$ cat src/rtl/crc_pkg.sv
package crc_pkg;

  localparam int LANE_W   = 8;
  localparam int CRC_W    = 32;
  localparam int HALF_W   = CRC_W / 2;

  typedef enum logic [1:0] {
    SEL_SUM  = 2'd0,
    SEL_POLY = 2'd1,
    SEL_MODE = 2'd2
  } reg_sel_e;

  // One shift of the divider: message bit d enters at the top of the
  // active width; the 16-bit result always has zero upper half.
  function automatic logic [CRC_W-1:0] crc_bit(
    input logic [CRC_W-1:0] c,
    input logic             d,
    input logic [CRC_W-1:0] poly,
    input logic             wide
  );
    logic fb;
    logic [CRC_W-1:0] r;
    if (wide) begin
      fb = c[CRC_W-1] ^ d;
      r  = {c[CRC_W-2:0], 1'b0} ^ (fb ? poly : '0);
    end else begin
      fb = c[HALF_W-1] ^ d;
      r  = {{HALF_W{1'b0}}, c[HALF_W-2:0], 1'b0}
         ^ {{HALF_W{1'b0}}, (fb ? poly[HALF_W-1:0] : {HALF_W{1'b0}})};
    end
    return r;
  endfunction

endpackage

$ cat src/rtl/crc_byte_step.sv
module crc_byte_step
  import crc_pkg::*;
#(
  parameter int BYTE_W = LANE_W
) (
  input  logic [CRC_W-1:0]  crc_in,
  input  logic [BYTE_W-1:0] byte_in,
  input  logic [CRC_W-1:0]  poly,
  input  logic              wide,
  output logic [CRC_W-1:0]  crc_out
);

  logic [CRC_W-1:0] stage [0:BYTE_W];

  assign stage[0] = crc_in;

  for (genvar g = 0; g < BYTE_W; g++) begin : g_bit
    assign stage[g+1] = crc_bit(stage[g], byte_in[BYTE_W-1-g], poly, wide);
  end

  assign crc_out = stage[BYTE_W];

endmodule

$ cat src/rtl/crc_lane_sched.sv
module crc_lane_sched #(
  parameter int NUM_LANES = 4,
  localparam int IDX_W = (NUM_LANES > 1) ? $clog2(NUM_LANES) : 1
) (
  input  logic                 clk,
  input  logic                 rst_n,
  input  logic                 load,
  input  logic [NUM_LANES-1:0] load_mask,
  output logic [NUM_LANES-1:0] pending,
  output logic [NUM_LANES-1:0] pick,
  output logic [IDX_W-1:0]     pick_idx,
  output logic                 busy
);

  assign busy = |pending;

  // Highest pending lane wins.
  always_comb begin
    pick     = '0;
    pick_idx = '0;
    for (int i = 0; i < NUM_LANES; i++) begin
      if (pending[i]) begin
        pick     = '0;
        pick[i]  = 1'b1;
        pick_idx = IDX_W'(i);
      end
    end
  end

  always_ff @(posedge clk or negedge rst_n) begin
    if (!rst_n) begin
      pending <= '0;
    end else if (busy) begin
      pending <= pending & ~pick;
    end else if (load) begin
      pending <= load_mask;
    end
  end

endmodule

$ cat src/rtl/crc_engine.sv
module crc_engine
  import crc_pkg::*;
#(
  parameter int          NUM_LANES  = CRC_W / LANE_W,
  parameter logic [31:0] POLY_RESET = 32'h0000_1021,
  parameter logic [31:0] SUM_RESET  = 32'h0000_0000,
  localparam int DATA_W     = NUM_LANES * LANE_W,
  localparam int HALF_LANES = NUM_LANES / 2,
  localparam int IDX_W      = (NUM_LANES > 1) ? $clog2(NUM_LANES) : 1
) (
  input  logic                 clk,
  input  logic                 rst_n,
  input  logic                 bus_wr,
  input  logic [1:0]           bus_addr,
  input  logic [NUM_LANES-1:0] bus_be,
  input  logic [DATA_W-1:0]    bus_wdata,
  output logic [DATA_W-1:0]    bus_rdata,
  output logic                 busy
);

  logic [CRC_W-1:0]     sum_q;
  logic [CRC_W-1:0]     poly_q;
  logic [DATA_W-1:0]    data_q;
  logic                 wide_q;
  logic                 seed_q;

  // Named events for the checker.
  logic                 wr_ok;
  logic                 wr_sum, wr_poly, wr_mode;
  logic                 seed_load, data_load;
  logic [NUM_LANES-1:0] pending, pick, lane_fire, lane_keep;
  logic [IDX_W-1:0]     pick_idx;
  logic [LANE_W-1:0]    cur_byte;
  logic [CRC_W-1:0]     step_out, seed_next;

  assign wr_ok     = bus_wr && !busy;
  assign wr_sum    = wr_ok && (bus_addr == SEL_SUM);
  assign wr_poly   = wr_ok && (bus_addr == SEL_POLY);
  assign wr_mode   = wr_ok && (bus_addr == SEL_MODE);
  assign seed_load = wr_sum && seed_q;
  assign data_load = wr_sum && !seed_q;
  assign lane_fire = busy ? pick : '0;

  crc_lane_sched #(.NUM_LANES(NUM_LANES)) u_sched (
    .clk       (clk),
    .rst_n     (rst_n),
    .load      (data_load),
    .load_mask (bus_be),
    .pending   (pending),
    .pick      (pick),
    .pick_idx  (pick_idx),
    .busy      (busy)
  );

  assign cur_byte = data_q[pick_idx*LANE_W +: LANE_W];

  crc_byte_step #(.BYTE_W(LANE_W)) u_step (
    .crc_in  (sum_q),
    .byte_in (cur_byte),
    .poly    (poly_q),
    .wide    (wide_q),
    .crc_out (step_out)
  );

  // Seed merge: upper lanes only count in 32-bit mode.
  for (genvar l = 0; l < NUM_LANES; l++) begin : g_seed
    assign lane_keep[l] = bus_be[l] && (wide_q || (l < HALF_LANES));
    assign seed_next[l*LANE_W +: LANE_W] =
      lane_keep[l] ? bus_wdata[l*LANE_W +: LANE_W] : sum_q[l*LANE_W +: LANE_W];
  end

  always_ff @(posedge clk or negedge rst_n) begin
    if (!rst_n) begin
      sum_q  <= SUM_RESET;
      poly_q <= POLY_RESET;
      data_q <= '0;
      wide_q <= 1'b0;
      seed_q <= 1'b0;
    end else begin
      if (busy)           sum_q <= step_out;
      else if (seed_load) sum_q <= seed_next;
      if (data_load) data_q <= bus_wdata;
      if (wr_poly) begin
        poly_q[HALF_W-1:0] <= bus_wdata[HALF_W-1:0];
        if (wide_q) poly_q[CRC_W-1:HALF_W] <= bus_wdata[CRC_W-1:HALF_W];
      end
      if (wr_mode) begin
        wide_q <= bus_wdata[0];
        seed_q <= bus_wdata[1];
      end
    end
  end

  always_comb begin
    case (bus_addr)
      SEL_SUM:  bus_rdata = wide_q ? sum_q : {{HALF_W{1'b0}}, sum_q[HALF_W-1:0]};
      SEL_POLY: bus_rdata = poly_q;
      SEL_MODE: bus_rdata = {{(DATA_W-2){1'b0}}, seed_q, wide_q};
      default:  bus_rdata = '0;
    endcase
  end

endmodule

$ cat config.mk
export PLATFORM = sky130hd
export DESIGN_NAME = crc_engine
export DESIGN_NICKNAME = d
export VERILOG_FILES = /design/src/rtl/crc_pkg.sv /design/src/rtl/crc_byte_step.sv /design/src/rtl/crc_lane_sched.sv /design/src/rtl/crc_engine.sv
export SDC_FILE = /design/constraint.sdc
export NUM_CORES = 1
export LEC_CHECK = 0
export BUFFER_PORTS_ARGS = -buffer_cell sky130_fd_sc_hd__buf_2
export CAP_MARGIN = 20
export CORE_MARGIN = 3
export CORE_UTILIZATION = 38
export DETAILED_ROUTE_END_ITERATION = 6
export PLACE_DENSITY = 0.66
export SETUP_SLACK_MARGIN = 0.1
export SYNTH_ARGS = -nofsm -noshare
export SYNTH_HDL_FRONTEND = slang
export SYNTH_SLANG_ARGS = --single-unit
$ cat constraint.sdc
create_clock -name clk -period 5.8 [get_ports clk]
set_input_delay 0.58 -clock clk [delete_from_list [all_inputs] [get_ports clk]]
set_output_delay 0.58 -clock clk [all_outputs]
set_load 0.02 [all_outputs]
# Word-level counts from Yosys, hierarchy flattened
# Cells that the tools add are included.
[totals] reg_bits=102 n_memories=0 romBits=0 latch_bits=0 inputBits=41 ramBits=0 word_cells=111 out_inout_bits=33
[op_classes] muxes=41 div=0 order_cmp=0 n_reduce_logical=23 shift=1 addsub=0 mul=0 n_bitwise=34 n_eq_ne=2
[op_table] op="32-bit two-way mux" n=19
[op_table] op="32-bit XOR" n=8
[op_table] op="16-bit two-way mux" n=8
[op_table] op="16-bit XOR" n=8
[op_table] op="32-bit case mux with 3 select lines" n=1
[op_table] op="8-bit two-way mux" n=4
[op_table] op="32-bit by 6-bit variable part select with 8-bit output" n=1
[op_table] op="4-bit two-way mux" n=5
[op_table] op="1-bit XOR" n=16
[op_table] op="2-bit nonzero test" n=6
[op_table] op="2-bit AND reduction" n=5
[op_table] op="1-bit logical AND" n=8
[op_table] op="4-bit bitwise AND" n=1
[op_table] op="2-bit two-way mux" n=2
[op_table] op="4-bit inverter" n=1
[op_table] op="4-bit OR reduction" n=1
[op_table] op="2-bit by 1-bit == test with 1-bit output (second input constant)" n=1
[op_table] op="2-bit == test (second input constant)" n=1
[op_table] op="1-bit zero test" n=2
[op_table] op="2-bit zero test" n=1
[op_table] op="1-bit two-way mux" n=2

# Depth between registers and ports, before layout
[depth] ltp_word=37 ltp_mapped=22 ltp_nobuf=18

# Cells and area by module
# From an unflattened synthesis, not the netlist that was laid out.
[hier_totals] cells_unflattened=1214 hier_area_um2=10633.9
[modules_own_cells] mod="crc_byte_step" area_per_inst_um2=5708.0 cells_each=840 n_inst=1 seq_area_each_um2=0.0
[modules_own_cells] mod="crc_engine" area_per_inst_um2=4658.2 cells_each=349 n_inst=1 seq_area_each_um2=2456.1
[modules_own_cells] mod="crc_lane_sched" area_per_inst_um2=267.8 cells_each=25 n_inst=1 seq_area_each_um2=100.1

# Worst setup path before layout
# OpenSTA, ideal clock, no wires.
[synth_timing] path_kind="reg-to-reg" from="register u_sched.pending[3]" to="register sum_q[4]" synth_period_minus_slack_ps=5527 setup_time_ps=92 path_buffers=4 path_stages_with_launch=22 slack_ps=273 t_required_ps=5708 arrival_ps=5435 path_cell_list="dfrtp_1 buf_4 clkbuf_1 a222oi_1 xnor3_1 mux2i_4 or4b_1 o2111ai_1 nor4_1 o31ai_2 xor2_1 nand2_1 xnor2_2 and3_1 buf_4 nor2_2 buf_2 nor3_1 or4b_1 xnor2_1 and4_1 o31ai_2"
[synth_between] elab_chain_cells=35 elab_cells_between_ends=67 classes_between="1 x shift; 26 x mux; 32 x bitwise; 8 x reduce/logical"
[synth_lines] item="start: declaration" line="crc_lane_sched.sv:9" rtl="output logic [NUM_LANES-1:0] pending,"
[synth_lines] item="start signal: assignment" line="crc_lane_sched.sv:34" rtl="pending <= pending & ~pick;"
[synth_lines] item="start signal: assignment" line="crc_lane_sched.sv:36" rtl="pending <= load_mask;"
[synth_lines] item="2-bit two-way mux" line="crc_lane_sched.sv:22" rtl="if (pending[i]) begin"
[synth_lines] item="32-bit by 6-bit variable part select with 8-bit output" line="crc_engine.sv:55" rtl="assign cur_byte = data_q[pick_idx*LANE_W +: LANE_W];"
[synth_lines] item="1-bit XOR, on equally long branches" line="crc_pkg.sv:27, crc_pkg.sv:24"
[synth_lines] item="16-bit two-way mux or 32-bit two-way mux (tied branches)" line="crc_pkg.sv:29, crc_pkg.sv:25"
[synth_lines] item="16-bit XOR or 32-bit XOR (tied branches)" line="crc_pkg.sv:29, crc_pkg.sv:25"
[synth_lines] item="32-bit two-way mux" line="crc_pkg.sv:23" rtl="if (wide) begin"
[synth_lines] item="1-bit XOR, on equally long branches" line="crc_pkg.sv:27, crc_pkg.sv:24"
[synth_lines] item="16-bit two-way mux or 32-bit two-way mux (tied branches)" line="crc_pkg.sv:29, crc_pkg.sv:25"
[synth_lines] item="[19 not listed]"
[synth_lines] item="16-bit two-way mux or 32-bit two-way mux (tied branches)" line="crc_pkg.sv:29, crc_pkg.sv:25"
[synth_lines] item="16-bit XOR or 32-bit XOR (tied branches)" line="crc_pkg.sv:29, crc_pkg.sv:25"
[synth_lines] item="32-bit two-way mux" line="crc_pkg.sv:23"
[synth_lines] item="1-bit XOR, on equally long branches" line="crc_pkg.sv:27, crc_pkg.sv:24"
[synth_lines] item="16-bit two-way mux or 32-bit two-way mux (tied branches)" line="crc_pkg.sv:29, crc_pkg.sv:25"
[synth_lines] item="16-bit XOR or 32-bit XOR (tied branches)" line="crc_pkg.sv:29, crc_pkg.sv:25"
[synth_lines] item="32-bit two-way mux" line="crc_pkg.sv:23"
[synth_lines] item="32-bit two-way mux" line="crc_engine.sv:80" rtl="if (busy) sum_q <= step_out;"
[synth_lines] item="end signal: assignment" line="crc_engine.sv:80"
[synth_lines] item="end signal: assignment" line="crc_engine.sv:81" rtl="else if (seed_load) sum_q <= seed_next;"
[synth_lines] item="end: declaration" line="crc_engine.sv:21" rtl="logic [CRC_W-1:0] sum_q;"
# Several ways; a longest one is shown, not always the timed one.
# A chain may end at the register's enable or synchronous reset.

# Final worst setup path
[layout_timing] from="register u_sched.pending[1]" to="register sum_q[5]"
[layout_between] elab_chain_cells=37 elab_cells_between_ends=69 classes_between="1 x shift; 28 x mux; 32 x bitwise; 8 x reduce/logical"
[layout_lines] item="1-bit two-way mux" line="crc_lane_sched.sv:22"
[layout_lines] item="2-bit two-way mux (2 in series)" line="crc_lane_sched.sv:22"
[layout_lines] item="32-bit by 6-bit variable part select with 8-bit output" line="crc_engine.sv:55"
[layout_lines] item="1-bit XOR, on equally long branches" line="crc_pkg.sv:27, crc_pkg.sv:24"
[layout_lines] item="16-bit two-way mux or 32-bit two-way mux (tied branches)" line="crc_pkg.sv:29, crc_pkg.sv:25"
[layout_lines] item="16-bit XOR or 32-bit XOR (tied branches)" line="crc_pkg.sv:29, crc_pkg.sv:25"
[layout_lines] item="32-bit two-way mux" line="crc_pkg.sv:23"
[layout_lines] item="1-bit XOR, on equally long branches" line="crc_pkg.sv:27, crc_pkg.sv:24"
[layout_lines] item="[20 not listed]"
[layout_lines] item="16-bit two-way mux or 32-bit two-way mux (tied branches)" line="crc_pkg.sv:29, crc_pkg.sv:25"
[layout_lines] item="16-bit XOR or 32-bit XOR (tied branches)" line="crc_pkg.sv:29, crc_pkg.sv:25"
[layout_lines] item="32-bit two-way mux" line="crc_pkg.sv:23"
[layout_lines] item="1-bit XOR, on equally long branches" line="crc_pkg.sv:27, crc_pkg.sv:24"
[layout_lines] item="16-bit two-way mux or 32-bit two-way mux (tied branches)" line="crc_pkg.sv:29, crc_pkg.sv:25"
[layout_lines] item="16-bit XOR or 32-bit XOR (tied branches)" line="crc_pkg.sv:29, crc_pkg.sv:25"
[layout_lines] item="32-bit two-way mux" line="crc_pkg.sv:23"
[layout_lines] item="32-bit two-way mux" line="crc_engine.sv:80"
# Several ways; a longest one is shown, not always the timed one.

==> results.txt <==
The clock transition at the register clock pins on the worst setup and hold paths after CTS came out at about 0.090 ns. The buffer cell driving the clock tree root is sky130_fd_sc_hd__clkbuf_16. The floorplan die width is 175 um. The worst setup path is captured at a register.

The worst-case register-to-register setup slack came out at about 0.087 ns. The layout has 2,719 filler cells. The post-synthesis average cell area came out at ~7.6 um2. The startpoint identified for the worst register-to-register timing path is u_sched.pending[1]$_DFFE_PN0P_. The clock buffer count from CTS came out at 9. The post-layout minimum cycle time came out at 5.71 ns. The number of vias per cell after detailed routing came out at 5.87. The number of nets handed over by synthesis was 1,464. In the final design database the tool counted between 1,500 and 2,000 nets.

The share of cells above drive strength 1 came out at between 20% and 30%. The maximum operating frequency is between 150 and 200 MHz. The start-to-end type of the worst setup path is register to register. The number of buffers on the longest clock path is 2. The number of buffers inserted for hold repair after clock tree synthesis is 0. The number of maximum-capacitance constraint violations came out at 0. Yosys attributes the largest share of cell area to sky130_fd_sc_hd__dfrtp_1 (23%), sky130_fd_sc_hd__xnor2_1 (15%), sky130_fd_sc_hd__nand2_1 (12%). sky130_fd_sc_hd__nand2_1 is the most common cell in the netlist.

In this run the remaining antenna-violating nets after routing total 0. By count the netlist is led by sky130_fd_sc_hd__nand2_1 (354), sky130_fd_sc_hd__xnor2_1 (188), sky130_fd_sc_hd__dfrtp_1 (99). In this run the biggest area consumer among cell types represents between 20% and 30% of the synthesized area. In the finished design, the share of the clock period the worst path needs comes to between 90% and 100%. The number of primary I/O pins came out at 74. The number of synthesized register bits is a little over 100. The number of antenna violations at the first check in global routing is 0. The clock reaches the later pin of the worst-skew pair after around 0.37 ns.

The run finished with clean final reports. In this run the worst path has a maximum fanout of 7. The mapped cell area is 10,800 um2. The height of the chip came out at 175 um. The count of buffers from port buffering came out at 73. At the worst endpoint, the required time is 6.09 ns.

The final estimated routing congestion in global placement is 0.901. The remaining global-route overflow is 0. CTS built an H-tree with a depth of 3.

The total routing usage reported by global routing came out at approximately 22%. Setup violations remaining at the end of the flow were counted as 0. Synthesis produced a netlist whose cell count is between 1,000 and 1,500. The first global-routing pass estimated about 55,000 um of wire. The async set-or-reset flop fraction in the synthesized netlist is 100%. The number of hold violations in the final report is 0. The row count is 61. The number of clock sinks came out at ~100.

The effective utilization at floorplan is around 39%. The sequential-to-total area share from yosys stat is approximately a quarter. The tightest min-delay check is of the primary input to asynchronous set/reset pin type.

The smallest hold slack is 0.162 ns. The worst clock skew came out at 0.0176 ns. Relative to the synthesized area, the layout overhead comes to 22.7%. The number of warnings issued by yosys is 0. The core occupancy in the finished layout came out at 47.6%.

Summed over all instances, the cell type with the most area after synthesis is sky130_fd_sc_hd__dfrtp_1. The kind of start point of the critical path is a register. The routed wire length is about 37,000 um. The flip-flop cell with the highest count after synthesis is sky130_fd_sc_hd__dfrtp_1. The synthesized netlist contains 76 unique library cells. The number of global-route vias before repair came to 9,791. The source of the critical timing path is u_sched.pending[1]$_DFFE_PN0P_. The number of detailed-route iterations in the first pass came out at 7. The worst register-to-register path ends at sum_q[5]$_DFFE_PN0P_.

The die footprint came out at just over 30,000 um2. Entering global routing, the biggest net connects 72 pins. The first routing iteration left around 1,200 violations. Detailed placement ended at an HPWL of between 20,000 and 30,000 um. The data arrival time of the critical path came out at 6.00 ns. The total number of vias is roughly 11,000.

The slew at the pin with the worst max-slew slack came out at about 0.95 ns. The tightest slew margin relative to the limit is between 30% and 40%. TritonCTS built the clock tree. The length in cells of the worst reg-to-reg path is 23. Setup repair after global routing could not meet its margin everywhere. The post-detailed-route DRC marker count is 0. The count of flip-flops with a built-in enable after synthesis came out at 0. The average wire per cell in the routed design came out at 19.9 um. The core region is roughly 28,000 um2. 0 antenna diodes ended up in the layout. The number of max-slew violations in the final report came out at 0. The most critical setup path has its endpoint at sum_q[5]$_DFFE_PN0P_.
cells in the final DEF, fill, tap and decap left out, types with 19 or more instances in the layout:
cell | synthesis | layout
sky130_fd_sc_hd__a21oi_1 | 45 | 42
sky130_fd_sc_hd__buf_2 | 21 | 72
sky130_fd_sc_hd__buf_4 | 9 | 87
sky130_fd_sc_hd__dfrtp_1 | 99 | 94
sky130_fd_sc_hd__mux2_2 | 49 | 48
sky130_fd_sc_hd__mux2i_1 | 27 | 23
sky130_fd_sc_hd__nand2_1 | 354 | 349
sky130_fd_sc_hd__nand3_1 | 39 | 39
sky130_fd_sc_hd__nand4_1 | 29 | 29
sky130_fd_sc_hd__nor2_1 | 48 | 45
sky130_fd_sc_hd__nor3_1 | 52 | 48
sky130_fd_sc_hd__o21ai_0 | 40 | 39
sky130_fd_sc_hd__o22ai_1 | 19 | 19
sky130_fd_sc_hd__xnor2_1 | 188 | 163
sky130_fd_sc_hd__xnor2_2 | 4 | 21
sky130_fd_sc_hd__xor2_1 | 41 | 37
registers in the layout, summed over array words and instances (netlist names):
| register | cells |
|---|---|
| sum_q | 32 |
| wide_q | 1 |
| seed_q | 1 |
| u_sched.pending | 4 |
| poly_q | 32 |
| data_q | 32 |
worst min-delay path by stage:
stage                                       from                      to  slack, ns  depth (start not counted)
after floorplan                            rst_n   data_q[0]$_DFFE_PN0P_       0.28                          0
after global routing                       rst_n  poly_q[24]$_DFFE_PN0P_       0.18                          1
after global placement    data_q[12]$_DFFE_PN0P_  data_q[12]$_DFFE_PN0P_       0.46                          2
after CTS                                  rst_n  poly_q[25]$_DFFE_PN0P_       0.17                          1
after detailed placement  data_q[11]$_DFFE_PN0P_  data_q[11]$_DFFE_PN0P_       0.46                          2
final                                      rst_n  poly_q[24]$_DFFE_PN0P_       0.16                          1
final cells by class:
class | instances | area [um2] | share of cell area [%]
clock buffers | 9 | 225 | 1.69
clock inverters | 7 | 68.8 | 0.517
inverters | 9 | 33.8 | 0.254
multi-input cells | 1191 | 8520 | 64.0
flip-flops and latches | 102 | 2560 | 19.3
well taps | 378 | 473 | 3.55
repair buffers | 182 | 1420 | 10.7
through the flow:
| stage | setup TNS [ns] | cell area [um2] | setup WS [ns] | instances |
|---|---|---|---|---|
| final | 0 | 13300 | 0.0870 | 1878 |
| after global routing | -1.98 | 13300 | -0.153 | 1878 |
| after CTS | 0 | 12100 | 0.0933 | 1828 |
| after detailed placement | -1.19 | 11700 | -0.139 | 1811 |
| after global placement | 0 | 11700 | 0.0472 | 1809 |
| after floorplan | 0 | 10800 | 0.273 | 1423 |
metal layers:
layer | vias up | GRT usage (%) | wire, um | part of all wire [%]
li1 | 5068 | - | - | -
met1 | 5330 | 30.8 | 16100 | 43
met2 | 529 | 36.0 | 17400 | 46
met3 | 95 | 3.00 | 2810 | 7.5
met4 | 0 | 5.45 | 1120 | 3.0
met5 | - | 0 | 0 | 0
kinds of logic after synthesis:
logic type | share of synthesized area (%)
compound gates | 14.6
xor+xnor | 21.0
buf+inv | 5.17
flops | 23.6
mux | 8.02
simple gates | 27.7
critical path: stages (launching register included):
cell and delay, ns:
sky130_fd_sc_hd__dfrtp_2 0.44, sky130_fd_sc_hd__mux2i_4 0.32, sky130_fd_sc_hd__mux2i_4 0.34, sky130_fd_sc_hd__nand4_1 0.29, sky130_fd_sc_hd__a31oi_2 0.31, sky130_fd_sc_hd__buf_4 0.17, sky130_fd_sc_hd__o211ai_1 0.08, sky130_fd_sc_hd__buf_4 0.17
sky130_fd_sc_hd__and3_1 0.23, sky130_fd_sc_hd__or2_4 0.29, sky130_fd_sc_hd__a2111oi_2 0.30, sky130_fd_sc_hd__buf_4 0.18, sky130_fd_sc_hd__o211ai_2 0.14, sky130_fd_sc_hd__xnor2_4 0.21, sky130_fd_sc_hd__buf_6 0.15, sky130_fd_sc_hd__and3_4 0.19
sky130_fd_sc_hd__nor4_1 0.43, sky130_fd_sc_hd__nor4_2 0.12, sky130_fd_sc_hd__xor2_2 0.24, sky130_fd_sc_hd__mux2i_4 0.44, sky130_fd_sc_hd__buf_6 0.16, sky130_fd_sc_hd__buf_6 0.11, sky130_fd_sc_hd__nand4_1 0.11, sky130_fd_sc_hd__a31oi_1 0.21
repair_timing:
| action | CTS | global route |
|---|---|---|
| pin swaps | 1 | 43 |
| setup endpoints to repair | 23 | 32 |
| hold endpoints to repair | 0 | 0 |
| setup buffers | 1 | 36 |
| cloned | 0 | 12 |
| gates resized for setup | 13 | 124 |
Power is not shown: default switching activity piles up to over one toggle a cycle in this logic, so the estimate is an artifact.
